<file path="config.mk">
export PLATFORM = sky130hd
export DESIGN_NAME = ctx_flit_packer
export DESIGN_NICKNAME = d
export VERILOG_FILES = /design/src/rtl/ctx_pkg.sv /design/src/rtl/ctx_tx_ser.sv /design/src/rtl/ctx_rx_deser.sv /design/src/rtl/ctx_flit_packer.sv
export SDC_FILE = /design/constraint.sdc
export NUM_CORES = 1
export LEC_CHECK = 0
export BUFFER_PORTS_ARGS = -buffer_cell sky130_fd_sc_hd__buf_2
export CAP_MARGIN = 20
export CORE_AREA = 3 3 228 230
export CTS_BUF_LIST = sky130_fd_sc_hd__clkbuf_8
export DETAILED_ROUTE_END_ITERATION = 8
export DIE_AREA = 0 0 231 233
export SYNTH_ARGS = -nofsm -noshare
export SYNTH_HDL_FRONTEND = slang
export SYNTH_SLANG_ARGS = --single-unit
</file>
<file path="constraint.sdc">
create_clock -name clk_i -period 1.75 [get_ports clk_i]
set_input_delay 0.2625 -clock clk_i [delete_from_list [all_inputs] [get_ports clk_i]]
set_output_delay 0.2625 -clock clk_i [all_outputs]
set_load 0.005 [all_outputs]
</file>
<file path="src/rtl/ctx_pkg.sv">
package ctx_pkg;
  parameter int WORD_W = 64;
  parameter int FLIT_W = 128;
  parameter int GPR_N  = 16;
  parameter int GPR_W  = 64;
  parameter int FPR_N  = 16;
  parameter int FPR_W  = 128;
  parameter int PC_W   = 32;
  parameter int SPR_W  = 32;
  parameter int CORE_W = 8;
  parameter int CNT_W  = 8;
  parameter int SLOTS  = 4;

  localparam int LANES       = FLIT_W / WORD_W;
  localparam int GPR_WORDS   = GPR_N * GPR_W / WORD_W;
  localparam int FPR_WORDS   = FPR_N * FPR_W / WORD_W;
  localparam int CTX_WORDS   = GPR_WORDS + FPR_WORDS + LANES;
  localparam int CTX_BITS    = CTX_WORDS * WORD_W;
  localparam int DATA_FLITS  = (CTX_BITS + FLIT_W - 1) / FLIT_W;
  localparam int TOTAL_FLITS = DATA_FLITS + 1;
  localparam int LAST_IDX    = TOTAL_FLITS - 1;
  localparam int IDX_W       = $clog2(TOTAL_FLITS);
  localparam int ADDR_W      = $clog2(CTX_WORDS);
  localparam int SLOT_W      = $clog2(SLOTS);
  localparam int SRC_LSB     = CORE_W;
  localparam int NAT_LSB     = 2 * CORE_W;

  typedef struct packed {
    logic [FLIT_W-3*CORE_W-CNT_W-1:0] rsvd;
    logic [CNT_W-1:0]                 count;
    logic [CORE_W-1:0]                native;
    logic [CORE_W-1:0]                src;
    logic [CORE_W-1:0]                dst;
  } hdr_t;

  // lane 0 of the tail flit holds the PC, lane 1 the special register
  function automatic logic [WORD_W-1:0] lane_keep(int lane);
    int w;
    w = (lane == 0) ? PC_W : SPR_W;
    return (WORD_W'(1) << w) - WORD_W'(1);
  endfunction
endpackage

</file>
<file path="src/rtl/ctx_tx_ser.sv">
module ctx_tx_ser
  import ctx_pkg::*;
(
  input  logic              clk_i,
  input  logic              rst_ni,
  input  logic              start_i,
  input  logic [SLOT_W-1:0] slot_i,
  input  logic [CORE_W-1:0] dst_i,
  input  logic [CORE_W-1:0] native_i,
  input  logic [CORE_W-1:0] core_id_i,
  output logic              busy_o,
  output logic              done_o,
  output logic [SLOT_W-1:0] rd_slot_o,
  output logic [ADDR_W-1:0] rd_addr0_o,
  output logic [ADDR_W-1:0] rd_addr1_o,
  input  logic [WORD_W-1:0] rd_data0_i,
  input  logic [WORD_W-1:0] rd_data1_i,
  output logic              tx_valid_o,
  input  logic              tx_ready_i,
  output logic [FLIT_W-1:0] tx_flit_o
);
  logic              run_q, valid_q, last_q, done_q;
  logic [IDX_W-1:0]  idx_q, pm1;
  logic [SLOT_W-1:0] slot_q;
  hdr_t              hdr_q;
  logic [FLIT_W-1:0] flit_q, nxt;
  logic [ADDR_W-1:0] base;
  logic [LANES-1:0][WORD_W-1:0] rd_lane, pad_lane;
  logic adv, is_last;

  assign busy_o  = run_q | valid_q;
  assign adv     = run_q & (~valid_q | tx_ready_i);
  assign is_last = (idx_q == IDX_W'(LAST_IDX));
  assign pm1     = idx_q - IDX_W'(1);
  assign base    = (idx_q == '0) ? '0 : ADDR_W'({pm1, 1'b0});

  assign rd_slot_o  = slot_q;
  assign rd_addr0_o = base;
  assign rd_addr1_o = base + ADDR_W'(1);
  assign rd_lane    = {rd_data1_i, rd_data0_i};

  for (genvar l = 0; l < LANES; l++) begin : g_pad
    assign pad_lane[l] = rd_lane[l] & lane_keep(l);
  end

  always_comb begin
    if (idx_q == '0)  nxt = hdr_q;
    else if (is_last) nxt = pad_lane;
    else              nxt = rd_lane;
  end

  always_ff @(posedge clk_i or negedge rst_ni) begin
    if (!rst_ni) begin
      run_q   <= 1'b0;
      valid_q <= 1'b0;
      last_q  <= 1'b0;
      done_q  <= 1'b0;
      idx_q   <= '0;
      slot_q  <= '0;
      hdr_q   <= '0;
      flit_q  <= '0;
    end else begin
      done_q <= valid_q & tx_ready_i & last_q;
      if (start_i && !busy_o) begin
        run_q  <= 1'b1;
        idx_q  <= '0;
        slot_q <= slot_i;
        hdr_q  <= '{rsvd: '0, count: CNT_W'(TOTAL_FLITS), native: native_i,
                    src: core_id_i, dst: dst_i};
      end
      if (adv) begin
        flit_q  <= nxt;
        valid_q <= 1'b1;
        last_q  <= is_last;
        idx_q   <= idx_q + IDX_W'(1);
        if (is_last) run_q <= 1'b0;
      end else if (tx_ready_i) begin
        valid_q <= 1'b0;
      end
    end
  end

  assign tx_valid_o = valid_q;
  assign tx_flit_o  = flit_q;
  assign done_o     = done_q;
endmodule

</file>
<file path="src/rtl/ctx_rx_deser.sv">
module ctx_rx_deser
  import ctx_pkg::*;
(
  input  logic              clk_i,
  input  logic              rst_ni,
  input  logic              rx_valid_i,
  output logic              rx_ready_o,
  input  logic [FLIT_W-1:0] rx_flit_i,
  input  logic [SLOT_W-1:0] slot_i,
  output logic              wr_en_o,
  output logic [SLOT_W-1:0] wr_slot_o,
  output logic [ADDR_W-1:0] wr_addr0_o,
  output logic [ADDR_W-1:0] wr_addr1_o,
  output logic [WORD_W-1:0] wr_data0_o,
  output logic [WORD_W-1:0] wr_data1_o,
  output logic              ctx_valid_o,
  output logic [CORE_W-1:0] ctx_native_o,
  output logic [CORE_W-1:0] ctx_src_o
);
  logic              rdy_q, in_pkt_q, wr_q, fin_q, cv_q, acc, is_last;
  logic [IDX_W-1:0]  idx_q, pm1;
  logic [SLOT_W-1:0] slot_q;
  logic [CORE_W-1:0] nat_q, src_q;
  logic [ADDR_W-1:0] base, a0_q;
  logic [LANES-1:0][WORD_W-1:0] in_lane, keep_lane, d_q;

  assign acc     = rx_valid_i & rdy_q;
  assign is_last = (idx_q == IDX_W'(LAST_IDX));
  assign pm1     = idx_q - IDX_W'(1);
  assign base    = ADDR_W'({pm1, 1'b0});
  assign in_lane = rx_flit_i;

  for (genvar l = 0; l < LANES; l++) begin : g_keep
    assign keep_lane[l] = is_last ? (in_lane[l] & lane_keep(l)) : in_lane[l];
  end

  always_ff @(posedge clk_i or negedge rst_ni) begin
    if (!rst_ni) begin
      rdy_q    <= 1'b0;
      in_pkt_q <= 1'b0;
      wr_q     <= 1'b0;
      fin_q    <= 1'b0;
      cv_q     <= 1'b0;
      idx_q    <= '0;
      slot_q   <= '0;
      nat_q    <= '0;
      src_q    <= '0;
      a0_q     <= '0;
      d_q      <= '0;
    end else begin
      rdy_q <= 1'b1;
      wr_q  <= 1'b0;
      fin_q <= 1'b0;
      cv_q  <= fin_q;
      if (acc) begin
        if (!in_pkt_q) begin
          in_pkt_q <= 1'b1;
          idx_q    <= IDX_W'(1);
          slot_q   <= slot_i;
          nat_q    <= rx_flit_i[NAT_LSB +: CORE_W];
          src_q    <= rx_flit_i[SRC_LSB +: CORE_W];
        end else begin
          wr_q  <= 1'b1;
          a0_q  <= base;
          d_q   <= keep_lane;
          idx_q <= idx_q + IDX_W'(1);
          if (is_last) begin
            in_pkt_q <= 1'b0;
            fin_q    <= 1'b1;
          end
        end
      end
    end
  end

  assign rx_ready_o   = rdy_q;
  assign wr_en_o      = wr_q;
  assign wr_slot_o    = slot_q;
  assign wr_addr0_o   = a0_q;
  assign wr_addr1_o   = a0_q + ADDR_W'(1);
  assign wr_data0_o   = d_q[0];
  assign wr_data1_o   = d_q[1];
  assign ctx_valid_o  = cv_q;
  assign ctx_native_o = nat_q;
  assign ctx_src_o    = src_q;
endmodule

</file>
<file path="src/rtl/ctx_flit_packer.sv">
module ctx_flit_packer
  import ctx_pkg::*;
(
  input  logic              clk_i,
  input  logic              rst_ni,
  input  logic [CORE_W-1:0] core_id_i,
  input  logic              unload_start_i,
  input  logic [SLOT_W-1:0] unload_slot_i,
  input  logic [CORE_W-1:0] unload_dst_i,
  input  logic [CORE_W-1:0] unload_native_i,
  output logic              unload_busy_o,
  output logic              unload_done_o,
  output logic [SLOT_W-1:0] rd_slot_o,
  output logic [ADDR_W-1:0] rd_addr0_o,
  output logic [ADDR_W-1:0] rd_addr1_o,
  input  logic [WORD_W-1:0] rd_data0_i,
  input  logic [WORD_W-1:0] rd_data1_i,
  output logic              tx_valid_o,
  input  logic              tx_ready_i,
  output logic [FLIT_W-1:0] tx_flit_o,
  input  logic              rx_valid_i,
  output logic              rx_ready_o,
  input  logic [FLIT_W-1:0] rx_flit_i,
  input  logic [SLOT_W-1:0] load_slot_i,
  output logic              wr_en_o,
  output logic [SLOT_W-1:0] wr_slot_o,
  output logic [ADDR_W-1:0] wr_addr0_o,
  output logic [ADDR_W-1:0] wr_addr1_o,
  output logic [WORD_W-1:0] wr_data0_o,
  output logic [WORD_W-1:0] wr_data1_o,
  output logic              ctx_valid_o,
  output logic [CORE_W-1:0] ctx_native_o,
  output logic [CORE_W-1:0] ctx_src_o
);
  ctx_tx_ser u_tx (
    .clk_i      (clk_i),
    .rst_ni     (rst_ni),
    .start_i    (unload_start_i),
    .slot_i     (unload_slot_i),
    .dst_i      (unload_dst_i),
    .native_i   (unload_native_i),
    .core_id_i  (core_id_i),
    .busy_o     (unload_busy_o),
    .done_o     (unload_done_o),
    .rd_slot_o  (rd_slot_o),
    .rd_addr0_o (rd_addr0_o),
    .rd_addr1_o (rd_addr1_o),
    .rd_data0_i (rd_data0_i),
    .rd_data1_i (rd_data1_i),
    .tx_valid_o (tx_valid_o),
    .tx_ready_i (tx_ready_i),
    .tx_flit_o  (tx_flit_o)
  );

  ctx_rx_deser u_rx (
    .clk_i        (clk_i),
    .rst_ni       (rst_ni),
    .rx_valid_i   (rx_valid_i),
    .rx_ready_o   (rx_ready_o),
    .rx_flit_i    (rx_flit_i),
    .slot_i       (load_slot_i),
    .wr_en_o      (wr_en_o),
    .wr_slot_o    (wr_slot_o),
    .wr_addr0_o   (wr_addr0_o),
    .wr_addr1_o   (wr_addr1_o),
    .wr_data0_o   (wr_data0_o),
    .wr_data1_o   (wr_data1_o),
    .ctx_valid_o  (ctx_valid_o),
    .ctx_native_o (ctx_native_o),
    .ctx_src_o    (ctx_src_o)
  );
endmodule

</file>
==> run summary, run 1 <==
Counting flops and latches in the post-synthesis netlist gives 325. The path class of the tightest hold or removal check is in2async. Counting along the longest clock path gives a buffer depth of 3. The tools report the clock share of power as 0.218. The net switching power is 12.1 mW, and the post-detailed-route DRC marker count is 0. On the final layout, the worst hold slack is 170 ps.

The endpoint kind of the worst setup timing path is a flip-flop. The share of cells above drive strength 1 works out to 0.398. Summed over all cells, the static leakage comes to 11.0 nW. The number of unique standard cell types used by synthesis is 46. Dividing total power by cell area gives a power density of 1560 nW/um^2. The final reports fail on negative setup slack.

After clock tree synthesis, the clock-pin slew on the worst setup and hold paths is 70 ps. The switching power as a share of total power is 0.356. The number of max-cap violations is 0, and the number of fill cells is 4556. The weighted congestion reported at the end of routability-driven placement is 0.834, and the internal power contribution is 21.8 mW. The worst setup slack after layout came out at -344 ps. Effective utilization at floorplan: 0.257.

The floorplan has 82 rows. The later pin in the worst-skew pair is clocked with a latency of 610 ps. For the minimum setup slack among reg-to-reg paths, the log shows -340 ps. Summed over all nets, the half-perimeter wirelength after detailed placement is 33400 um.

The cell with the most instances on the worst path was sky130_fd_sc_hd__buf_6. The summed area of non-filler cells in the final layout came out at 21700 um^2. TritonCTS built the clock tree. The cell count after synthesis came out at 1151.

Buffers placed on the I/O ports in this run total 590. The routed layout has 13000 vias. Summed over all instances, the cell type with the most area after synthesis is sky130_fd_sc_hd__dfrtp_1. The logs give 2364 for the count of nets after finishing and 0.417 for the share of total power in combinational logic. The portion of the post-synthesis area used by sequential elements came out at 0.632. The vertical die dimension works out to 233 um. The tools report the startpoint of the most critical register-to-register path as u_tx.idx_q[1].

The library cells used most frequently in the layout, excluding fill and tap cells, are sky130_fd_sc_hd__buf_2, sky130_fd_sc_hd__dfrtp_1, sky130_fd_sc_hd__nand2_1, sky130_fd_sc_hd__dlygate4sd3_1, sky130_fd_sc_hd__a22o_1. The share of synthesized area spent on multiplexers works out to 0.0166. The leading cell type in the layout, fill and taps excluded is sky130_fd_sc_hd__buf_2. In this run the cell area of the synthesized design comes to 12900 um^2. In this run, the number of DRC markers left after iteration 0 of detailed routing was 748. Number of sinks handled by clock tree synthesis: 325.

The global route total overflow came out at 0. Buffers inserted during clock tree synthesis total 54. The tools report the final number of setup-violating endpoints as 94. The worst clock skew on the final layout came out at 26.4 ps. The timing startpoint of the critical path is u_tx.idx_q[1]. The via count of the first global-routing pass is 13500.

The worst setup path is launched from a flip-flop. The part of the cycle the worst path needs is 1.20. The number of antenna violations at the first check in global routing came out at 3.

The count of pins over their slew limit is 0. Tightest slew margin relative to the limit: 0.660. Xor and xnor area share after synthesis: 0.00477. The kind of critical path was reg2reg. From synthesis to final layout, the design area changed by 68.8%. The design draws 33.9 mW.

The floorplan step defined a die boundary enclosing 53800 um^2. After synthesis, the largest family of logic cells by area is compound AO/OA/AOI/OAI gates. The simple-gate portion of the synthesized area is 0.140, and the average wire per cell in the routed design is 18.8 um. Clock tree synthesis selected as its root buffer the cell sky130_fd_sc_hd__clkbuf_8. Yosys printed 0 warnings.

In this run the worst path has a maximum fanout of 5. The area fraction in compound gates after synthesis was 0.154; the vias per cell was 4.66. The tools report the reg-to-reg critical path endpoint as u_tx.tx_flit_o[58].

Counting I/O delays and the setup requirement, the final critical path takes 2090 ps. The area share of the largest cell type after synthesis was 0.632; the cell area after placement was 16800 um^2. The number of cells on the worst reg-to-reg path is 9. STA puts the critical path data required time at 2220 ps. The sequential group share of total power was 0.365; the wire length reported by the detailed router was 52300 um. For this run, the detailed router's first-pass iteration total came to 5. Walking the worst path, the cells encountered are inv_2, ha_4, buf_4, or4b_4, o21ai_4, buf_6, buf_6, bufbuf_16, o2bb2ai_1. Static timing analysis puts the maximum clock frequency at 0.477 GHz. The combined global-route utilization of all metal layers is 0.181, and the highest ir drop seen on vdd is 0.736 mV. In this design, the stage delay of the slowest critical-path cell is 510 ps.

The tools report the signal arrival time at the worst endpoint as 2560 ps. Among all stages on the critical path, the largest delay is contributed by sky130_fd_sc_hd__or4b_4. The adder-cell share of the synthesized area was 0.00584. Number of top-level design ports: 595. The die is 231 um wide.

Setup slack after placement: 7.44 ps. Setup repair after global routing could not meet its margin everywhere. Averaged over all synthesized cells, the footprint is 11.2 um^2. The number of buffer and inverter instances along the worst setup path was 5; the logic depth of the worst setup path including buffers was 9. The family with the most delay on the worst path is buffers and inverters. Area of the core region: 50100 um^2.

The run gives 78 as the largest net degree at the start of global routing. For the total number of H-tree levels, the log shows 2. The wire length of the first global-routing pass was 77400 um; the final hold violation count was 0. The measured slew at the worst slew-check pin was 510 ps; the count of nets left with antenna violations after detail routing was 0. The run finished, with violations left.

In the post-synthesis netlist, the biggest area contributors are sky130_fd_sc_hd__dfrtp_1, sky130_fd_sc_hd__nand2_1, sky130_fd_sc_hd__a22o_1.
-- cell type report --
type	count	area, um^2	area share
antenna	3	7.51	0.000346
multi-input combinational	716	4400	0.203
timing repair buffer	964	7100	0.327
tap	672	841	0.0387
clock buffer	67	922	0.0425
sequential	325	8140	0.375
clock inverter	29	274	0.0126
inverter	8	30.0	0.00138
-- what timing repair did --
action / in CTS / in global routing
gates cloned: 7 / 6
endpoints found under the hold margin: 628 / 0
resized for setup: 44 / 40
setup buffers: 20 / 6
pin swaps: 6 / 21
endpoints found under the setup margin: 83 / 143
hold buffers: 287 / 0
-- worst max path at each step --
stage	to
detailed placement	u_tx.tx_flit_o[13]
floorplan	u_tx.tx_flit_o[100]
CTS	rd_addr0_o[2]
global placement	u_tx.tx_flit_o[110]
finish	u_tx.tx_flit_o[58]
global route	rd_addr1_o[2]
-- cells by family (layout without fill, tap and decap cells) --
| logic type | after synthesis | in the layout |
|---|---|---|
| flip-flops | 325 | 325 |
| multiplexers | 19 | 19 |
| adder cells (fa/ha/maj) | 6 | 6 |
| XOR/XNOR | 7 | 7 |
| buffers and inverters | 113 | 1068 |
| AO/OA/AOI/OAI | 245 | 245 |
| other | 2 | 8 |
| AND/OR/NAND/NOR | 434 | 434 |
-- per-layer routing --
| metal | share of wire | GRT usage | up-vias |
|---|---|---|---|
| met5 | 0 | 0 | - |
| met3 | 0.083 | 0.0528 | 136 |
| met2 | 0.49 | 0.315 | 688 |
| met1 | 0.37 | 0.204 | 6318 |
| li1 | - | - | 5820 |
| met4 | 0.049 | 0.0889 | 0 |
-- metrics by stage --
stage | std cells | util | setup TNS (ps)
after global placement | 2365 | 0.336 | 0
final | 2784 | 0.434 | -15720
after CTS | 2769 | 0.427 | -12250
after floorplan | 1154 | - | -2600
after global routing | 2784 | 0.434 | -25380
after detailed placement | 2365 | 0.336 | 0
-- power groups by stage --
stage	combinational [mW]	clock (mW)	sequential, mW
after floorplan	5.51	0	12.2
after global placement	10.8	0	12.2
after detailed placement	11.1	0	12.2
after CTS	13.0	7.61	12.2
after global routing	15.2	8.00	12.7
final	14.1	7.39	12.4
-- state kept, by name (all words and copies together), names as in the netlist, 2 cells and up --
| register | cells |
|---|---|
| u_rx.wr_slot_o | 2 |
| u_rx.ctx_src_o | 8 |
| u_rx.wr_addr0_o | 5 |
| u_rx.wr_data1_o | 64 |
| u_tx.rd_slot_o | 2 |
| u_rx.ctx_native_o | 8 |
| u_rx.idx_q | 5 |
| u_tx.idx_q | 5 |
| u_rx.wr_data0_o | 64 |
| u_tx.hdr_q | 25 |
| u_tx.tx_flit_o | 128 |
-- cells in the mapped netlist (all sizes together) --
library cell / n
nand2: 335
dfrtp: 325
a22o: 102
nand3: 71
o2bb2ai: 64
clkbuf: 55
buf: 50
a21oi: 30
a31oi: 27
mux2: 19
o21ai: 14
inv: 8
nor2: 7
ha: 6
nand2b: 5
xnor2: 5
nor3: 3
conb: 2
nor2b: 2
nor3b: 2
o211ai: 2
or2: 2
xor2: 2
a211oi: 1
a21o: 1
and2: 1
and3: 1
nand4b: 1
nor4b: 1
o311ai: 1
o31a: 1
o31ai: 1
o32a: 1
or3: 1
or3b: 1
or4b: 1
Power figures use the tool's default switching activity.
==> inputs of run 2 (changes only) <==
RECOVER_POWER = 100   (was unset)
==> run summary, run 2 (synthesis gave the netlist of run 1 again) <==
The tools report the number of buffers inserted during clock tree synthesis as 54 (unchanged). The final critical delay including setup and external delays works out to 2100 ps (+2.57 ps). The number of fill cells came out at 4699 (+3.1%). The vertical die dimension works out to 233 um (unchanged). The flow ran to the end, but the final reports show violations. The multi-input gate area in the final layout was 4390 um^2 (-0.28%).

The flip-flop count of the largest register, all copies and words added was 128 (unchanged); the vias per cell was 4.66 (about the same). The worst min-delay path class is in2reg. The logs give -347 ps (-2.57 ps) for the worst setup slack after layout and 2364 (unchanged) for the count of nets after finishing. The count of pins over their slew limit is 0 (unchanged). The tightest slew margin relative to the limit is 0.148 (-0.512), and the count of port buffers added during placement is 590 (unchanged).

The part of the cycle the worst path needs came out at 1.20 (+0.00147). Share of cells above drive strength 1: 0.295 (-0.103). The top fanout value on the critical path is 5 (unchanged). The average wire per cell in the routed design is 18.8 um (+0.16%), and the total number of H-tree levels is 2 (unchanged). Total chip power: 33.4 mW (-1.4%). The number of max-cap violations was 0 (unchanged); the worst clock skew on the final layout was 25.8 ps (-0.663 ps).

The checks that failed: negative setup slack. The run gives 5 (unchanged) as the length of the first detailed-routing pass in iterations. The root buffer cell chosen for the clock tree is sky130_fd_sc_hd__clkbuf_8.

The worst setup path is of the reg2reg kind. In the layout the commonest cells are sky130_fd_sc_hd__buf_2, sky130_fd_sc_hd__dfrtp_1, sky130_fd_sc_hd__nand2_1, sky130_fd_sc_hd__dlygate4sd3_1, sky130_fd_sc_hd__clkbuf_1. Relative to the synthesized area, the layout overhead comes to 65.8%. The combined global-route utilization of all metal layers was 0.181 (unchanged). The tools report the number of antenna violations at the first check in global routing as 3 (unchanged).

The logs give 0.257 (unchanged) for the effective utilization at floorplan and 33400 um (unchanged) for the HPWL after detailed placement. The worst hold-check slack was 242 ps (+72.8 ps). The endpoint kind of the worst setup timing path is a flip-flop. The number of sinks handled by clock tree synthesis is 325 (unchanged), and the clock share of power is 0.221 (+0.003). Setup repair after global routing could not meet its margin everywhere. The library cell used most frequently in the layout, excluding fill and tap cells, is sky130_fd_sc_hd__buf_2. Switching power as a share of total power: 0.363 (+0.00672).

The clock network latency to the later pin of the worst-skew pair came out at 620 ps (about the same). The areal power density over the cells is 1570 nW/um^2 (+0.36%), and the maximum clock path buffer count is 3 (unchanged). The sequential standard cell area was 8140 um^2 (unchanged); the highest ir drop seen on vdd was 0.739 mV (+0.50%). The logs give 0 (unchanged) for the count of nets left with antenna violations after detail routing and 21.3 mW (-2.5%) for the internal power contribution. The post-detailed-route DRC marker count is 0 (unchanged). The number of top-level design ports is 595 (unchanged), and the net switching power is 12.1 mW (+0.42%). The violation count after the first detailed-route iteration came out at 726 (-2.9%).

The logs give 77400 um (unchanged) for the wire length of the first global-routing pass and 82 (unchanged) for the total number of placement rows. TritonCTS built the clock tree. Area of the core region: 50100 um^2 (unchanged). The run gives 0 (unchanged) as the global route total overflow. The final number of setup-violating endpoints came out at 163 (+73%). The setup slack after placement came out at 7.44 ps (unchanged). For the achievable clock frequency, the log shows 0.477 GHz (-0.12%).

The measured slew at the worst slew-check pin came out at 1280 ps (+767 ps). The run gives 0.372 (+0.007) as the sequential group share of total power. For the final hold violation count, the log shows 0 (unchanged). The end-of-flow core utilization is 0.426 (-0.00775). For the share of total power in combinational logic, the log shows 0.407 (-0.010).

The run gives 10.2 nW (-6.6%) as the cell leakage power. Clock transition at the registers of the reported paths: 60 ps (about the same). The setup TNS is -26910 ps (-11190 ps). The largest net degree at the start of global routing is 78 (unchanged).

The worst setup path is launched from a flip-flop. The overall die width is 231 um (unchanged), and the via count of the first global-routing pass is 13500 (unchanged). For the signal arrival time at the worst endpoint, the log shows 2570 ps (about the same). The wire length reported by the detailed router is 52400 um (+0.16%). The tools report the weighted congestion reported at the end of routability-driven placement as 0.834 (unchanged). The via count came out at 13000 (+0.046%). The worst path required time is 2220 ps (about the same).

For the die footprint, the log shows 53800 um^2 (unchanged).
-- run 2: changes by cell type in the layout (fill, tap and decap cells not counted), sizes merged --
cell / before / now
buf: 670 / 435
clkbuf: 71 / 306
-- run 2: final timing paths --
path / from / endpoint / slack (ps) / depth (start not counted)
min in group asynchronous: rst_ni / u_tx.tx_flit_o[71] / 490 / 2
min: unload_start_i / u_tx.rd_slot_o[0] / 240 / 4
max reg2reg: u_tx.idx_q[1] / u_tx.tx_flit_o[58] / -350 / 9
max: u_tx.idx_q[1] / u_tx.tx_flit_o[58] / -350 / 9
min reg2reg: u_rx.fin_q / u_rx.ctx_valid_o / 360 / 0
max in group asynchronous: rst_ni / u_tx.hdr_q[0] / 100 / 3
-- run 2: area by class of cell --
class	instances	area share
repair buffers	964	0.315
clock buffers	67	0.0432
clock inverters	29	0.0129
diodes	3	0.000352
well taps	672	0.0394
flip-flops and latches	325	0.382
inverters	8	0.00141
multi-input cells	716	0.206
-- run 2: power by group through the flow --
stage	clock network (mW)	registers, mW	logic (mW)
final	7.39	12.4	13.6
after CTS	7.61	12.2	13.0
after detailed placement	0	12.2	11.1
after floorplan	0	12.2	5.51
after global placement	0	12.2	10.8
after global routing	8.00	12.7	14.6
-- run 2: worst max-delay path, stage by stage, from the launching register on --
cell,delay [ps]
sky130_fd_sc_hd__dfrtp_1,390
sky130_fd_sc_hd__inv_2,90
sky130_fd_sc_hd__ha_4,120
sky130_fd_sc_hd__buf_4,120
sky130_fd_sc_hd__or4b_4,510
sky130_fd_sc_hd__o21ai_4,140
sky130_fd_sc_hd__buf_6,140
sky130_fd_sc_hd__buf_6,110
sky130_fd_sc_hd__bufbuf_16,260
sky130_fd_sc_hd__o2bb2ai_1,90
-- run 2: metrics by stage --
stage / area [um^2] / std cells
5_1_grt: 21300 / 2784
4_1_cts: 21400 / 2769
3_5_place_dp: 16800 / 2365
2_1_floorplan: 12900 / 1154
6_report: 21300 / 2784
3_3_place_gp: 16800 / 2365
-- run 2: what timing repair did --
item	in CTS	in global routing
setup buffers	20	6
hold buffers	287	0
pin swaps	6	21
hold endpoints to repair	628	0
gates resized for setup	44	40
cloned	7	6
setup endpoints to repair	83	143
-- run 2: metal layers --
layer | vias up | global-route usage | routed length, um
met5 | - | 0 | 0
met4 | 0 | 0.0889 | 2780
met3 | 144 | 0.0528 | 4250
met2 | 688 | 0.315 | 25600
met1 | 6314 | 0.204 | 19700
li1 | 5822 | - | -
==> inputs of run 3 (changes only) <==
TNS_END_PERCENT = 20   (was unset)
==> run summary, run 3 (synthesis gave the netlist of run 1 again) <==
The via count of the first global-routing pass was 13400 (-0.61%). Wire length reported by the detailed router: 51500 um (-1.6%). The cell with the most instances on the worst path was sky130_fd_sc_hd__buf_6.

For the number of standard cells in the final layout excluding fillers, the log shows 2774 (-0.36%). The cell area after placement was 16700 um^2 (-0.39%). Clock transition at the registers of the reported paths: 60 ps (about the same). The final critical delay including setup and external delays came out at 2060 ps (-38.4 ps). The die footprint came out at 53800 um^2 (unchanged). Reg-to-reg critical path endpoint: u_tx.tx_flit_o[55]. For the via count, the log shows 12800 (-1.4%).

The count of nets left with antenna violations after detail routing came out at 0 (unchanged). The total number of placement rows was 82 (unchanged); the count of port buffers added during placement was 590 (unchanged). The worst hold-check slack was 225 ps (-16.9 ps); the part of the cycle the worst path needs was 1.18 (-0.0220).

The flow ran to the end, but the final reports show violations. TritonCTS built the clock tree. For the setup slack after placement, the log shows -73.9 ps (-81.4 ps). The checks that failed: negative setup slack. The share of cells above drive strength 1 was 0.279 (-0.0158); the minimum setup slack among reg-to-reg paths was -140 ps (+210 ps).

The overall die width is 231 um (unchanged), and the total number of H-tree levels is 2 (unchanged). The vias per cell came out at 4.61 (-1.1%). The tools report the tightest slew margin relative to the limit as 0.183 (+0.0344). The maximum cell stage delay along the critical path is 380 ps (-130 ps). Setup repair after global routing could not meet its margin everywhere. The combined global-route utilization of all metal layers came out at 0.180 (-0.000968). The top fanout value on the critical path works out to 5 (unchanged). CTS placed an instance of sky130_fd_sc_hd__clkbuf_8 at the clock tree root. The largest net degree at the start of global routing is 67 (-14%), and the sequential standard cell area is 8140 um^2 (about the same). The number of sinks handled by clock tree synthesis is 325 (unchanged), and the highest ir drop seen on vdd is 0.772 mV (+4.5%).

The final number of setup-violating endpoints is 181 (+11%). Maximum clock path buffer count: 3 (unchanged). The number of buffers inserted during clock tree synthesis came out at 58 (+7.4%).

The worst path required time is 1490 ps (-730 ps). The logs give 4777 (+1.7%) for the number of fill cells and 21000 um^2 (-1.6%) for the summed area of non-filler cells in the final layout. The endpoint kind of the worst setup timing path is a primary output. For the wire length of the first global-routing pass, the log shows 76800 um (-0.80%).

Signal arrival time at the worst endpoint: 1800 ps (-770 ps). For the number of antenna violations at the first check in global routing, the log shows 8 (+5). The cell leakage power is 10.0 nW (-1.9%).

The flip-flop count of the largest register, all copies and words added came out at 128 (unchanged). In this run the critical register-to-register path is launched from u_tx.idx_q[1]. The worst clock skew on the final layout was 18.9 ps (-6.85 ps).

The leading cell type in the layout, fill and taps excluded was sky130_fd_sc_hd__buf_2. The clock network latency to the later pin of the worst-skew pair is 620 ps (about the same), and the layout-stage area growth over the synthesis result is 63.2%. The average wire per cell in the routed design works out to 18.6 um (-1.2%). Kind of critical path: reg2out. The cell count of the worst hold path is 4 (unchanged), and the count of nets after finishing is 2346 (-0.76%).

The length in cells of the worst reg-to-reg path is 7 (-2). The vertical die dimension is 233 um (unchanged), and the effective utilization at floorplan is 0.257 (unchanged). The tools report the placed cell count as 2358 (-0.30%). The HPWL after detailed placement came out at 34100 um (+2.1%).

Area of the core region: 50100 um^2 (unchanged). The worst-case hold path end point was u_tx.rd_slot_o[0]. For the length of the first detailed-routing pass in iterations, the log shows 5 (unchanged). The number of max-cap violations was 0 (unchanged). Traced cell by cell, the critical path runs through inv_2, ha_4, nor4b_4, buf_6, nor2_2, buf_6.

The worst hold path belongs to the class in2reg. The final hold violation count was 0 (unchanged); the total chip power was 32.6 mW (-2.5%). The measured slew at the worst slew-check pin is 1230 ps (-51.6 ps), and the post-detailed-route DRC marker count is 0 (unchanged). The critical-path cell with the highest stage delay was sky130_fd_sc_hd__dfrtp_1. The worst setup path is launched from a flip-flop. The logs give -308 ps (+38.4 ps) for the worst setup slack after layout and 595 (unchanged) for the number of top-level design ports. The violation count after the first detailed-route iteration was 526 (-28%); the multi-input gate area in the final layout was 4310 um^2 (-1.8%). In the layout the commonest cells are sky130_fd_sc_hd__buf_2, sky130_fd_sc_hd__nand2_1, sky130_fd_sc_hd__dfrtp_1, sky130_fd_sc_hd__dlygate4sd3_1, sky130_fd_sc_hd__clkbuf_1.

The achievable clock frequency came out at 0.486 GHz (+1.9%). Global route total overflow: 0 (unchanged). The tools report the startpoint of the most critical hold path as unload_start_i.

Count of pins over their slew limit: 0 (unchanged). The weighted congestion reported at the end of routability-driven placement was 0.831 (-0.37%). The areal power density over the cells is 1550 nW/um^2 (-0.91%).
run 3: stage by stage:
step                setup TNS [ps]   util
floorplan                    -2670      -
global placement             -81.6  0.334
detailed placement            -666  0.334
CTS                          -5060  0.421
global route                -48970  0.419
finish                      -12910  0.419
run 3: routing by layer:
layer,track usage,wire (um)
met1,0.203,19400
met2,0.312,25400
met3,0.0540,4270
met4,0.0897,2520
met5,0,27
run 3: worst max path at each step:
stage	start	endpoint	slack [ps]
floorplan	u_tx.idx_q[0]	u_tx.tx_flit_o[100]	-40
global placement	u_tx.idx_q[1]	u_tx.tx_flit_o[28]	-30
detailed placement	u_tx.idx_q[1]	u_tx.tx_flit_o[25]	-70
CTS	u_tx.idx_q[0]	rd_addr0_o[3]	-370
global route	u_tx.idx_q[1]	rd_addr1_o[4]	-450
finish	u_tx.idx_q[1]	rd_addr1_o[4]	-310
run 3: critical path: cells and delay by family, from the launching register on:
kind                     cells  cell delay (ps)
buffers and inverters        3              380
AND/OR/NAND/NOR              2              270
adder cells (fa/ha/maj)      1              140
flip-flops                   1              380
run 3: layout make-up:
cell class,count,area share
sequential,325,0.388
timing repair buffer,942,0.301
multi-input combinational,716,0.205
clock buffer,71,0.0466
tap,672,0.0401
clock inverter,34,0.0175
inverter,8,0.00143
antenna,6,0.000715
run 3: where the power goes:
group | leakage (nW) | switching, mW | internal, mW
Clock | 0.736 | 3.27 | 4.86
Sequential | 4.00 | 1.97 | 10.4
Combinational | 5.31 | 6.48 | 5.60
Total | 10.0 | 11.7 | 20.9
run 3: repair_timing:
action | in CTS | in global routing
hold buffers | 287 | 0
cloned | 1 | 5
buffers inserted | 4 | 9
gates resized for setup | 16 | 29
hold endpoints to repair | 627 | 0
pin swaps | 18 | 12
endpoints found under the setup margin | 40 | 117
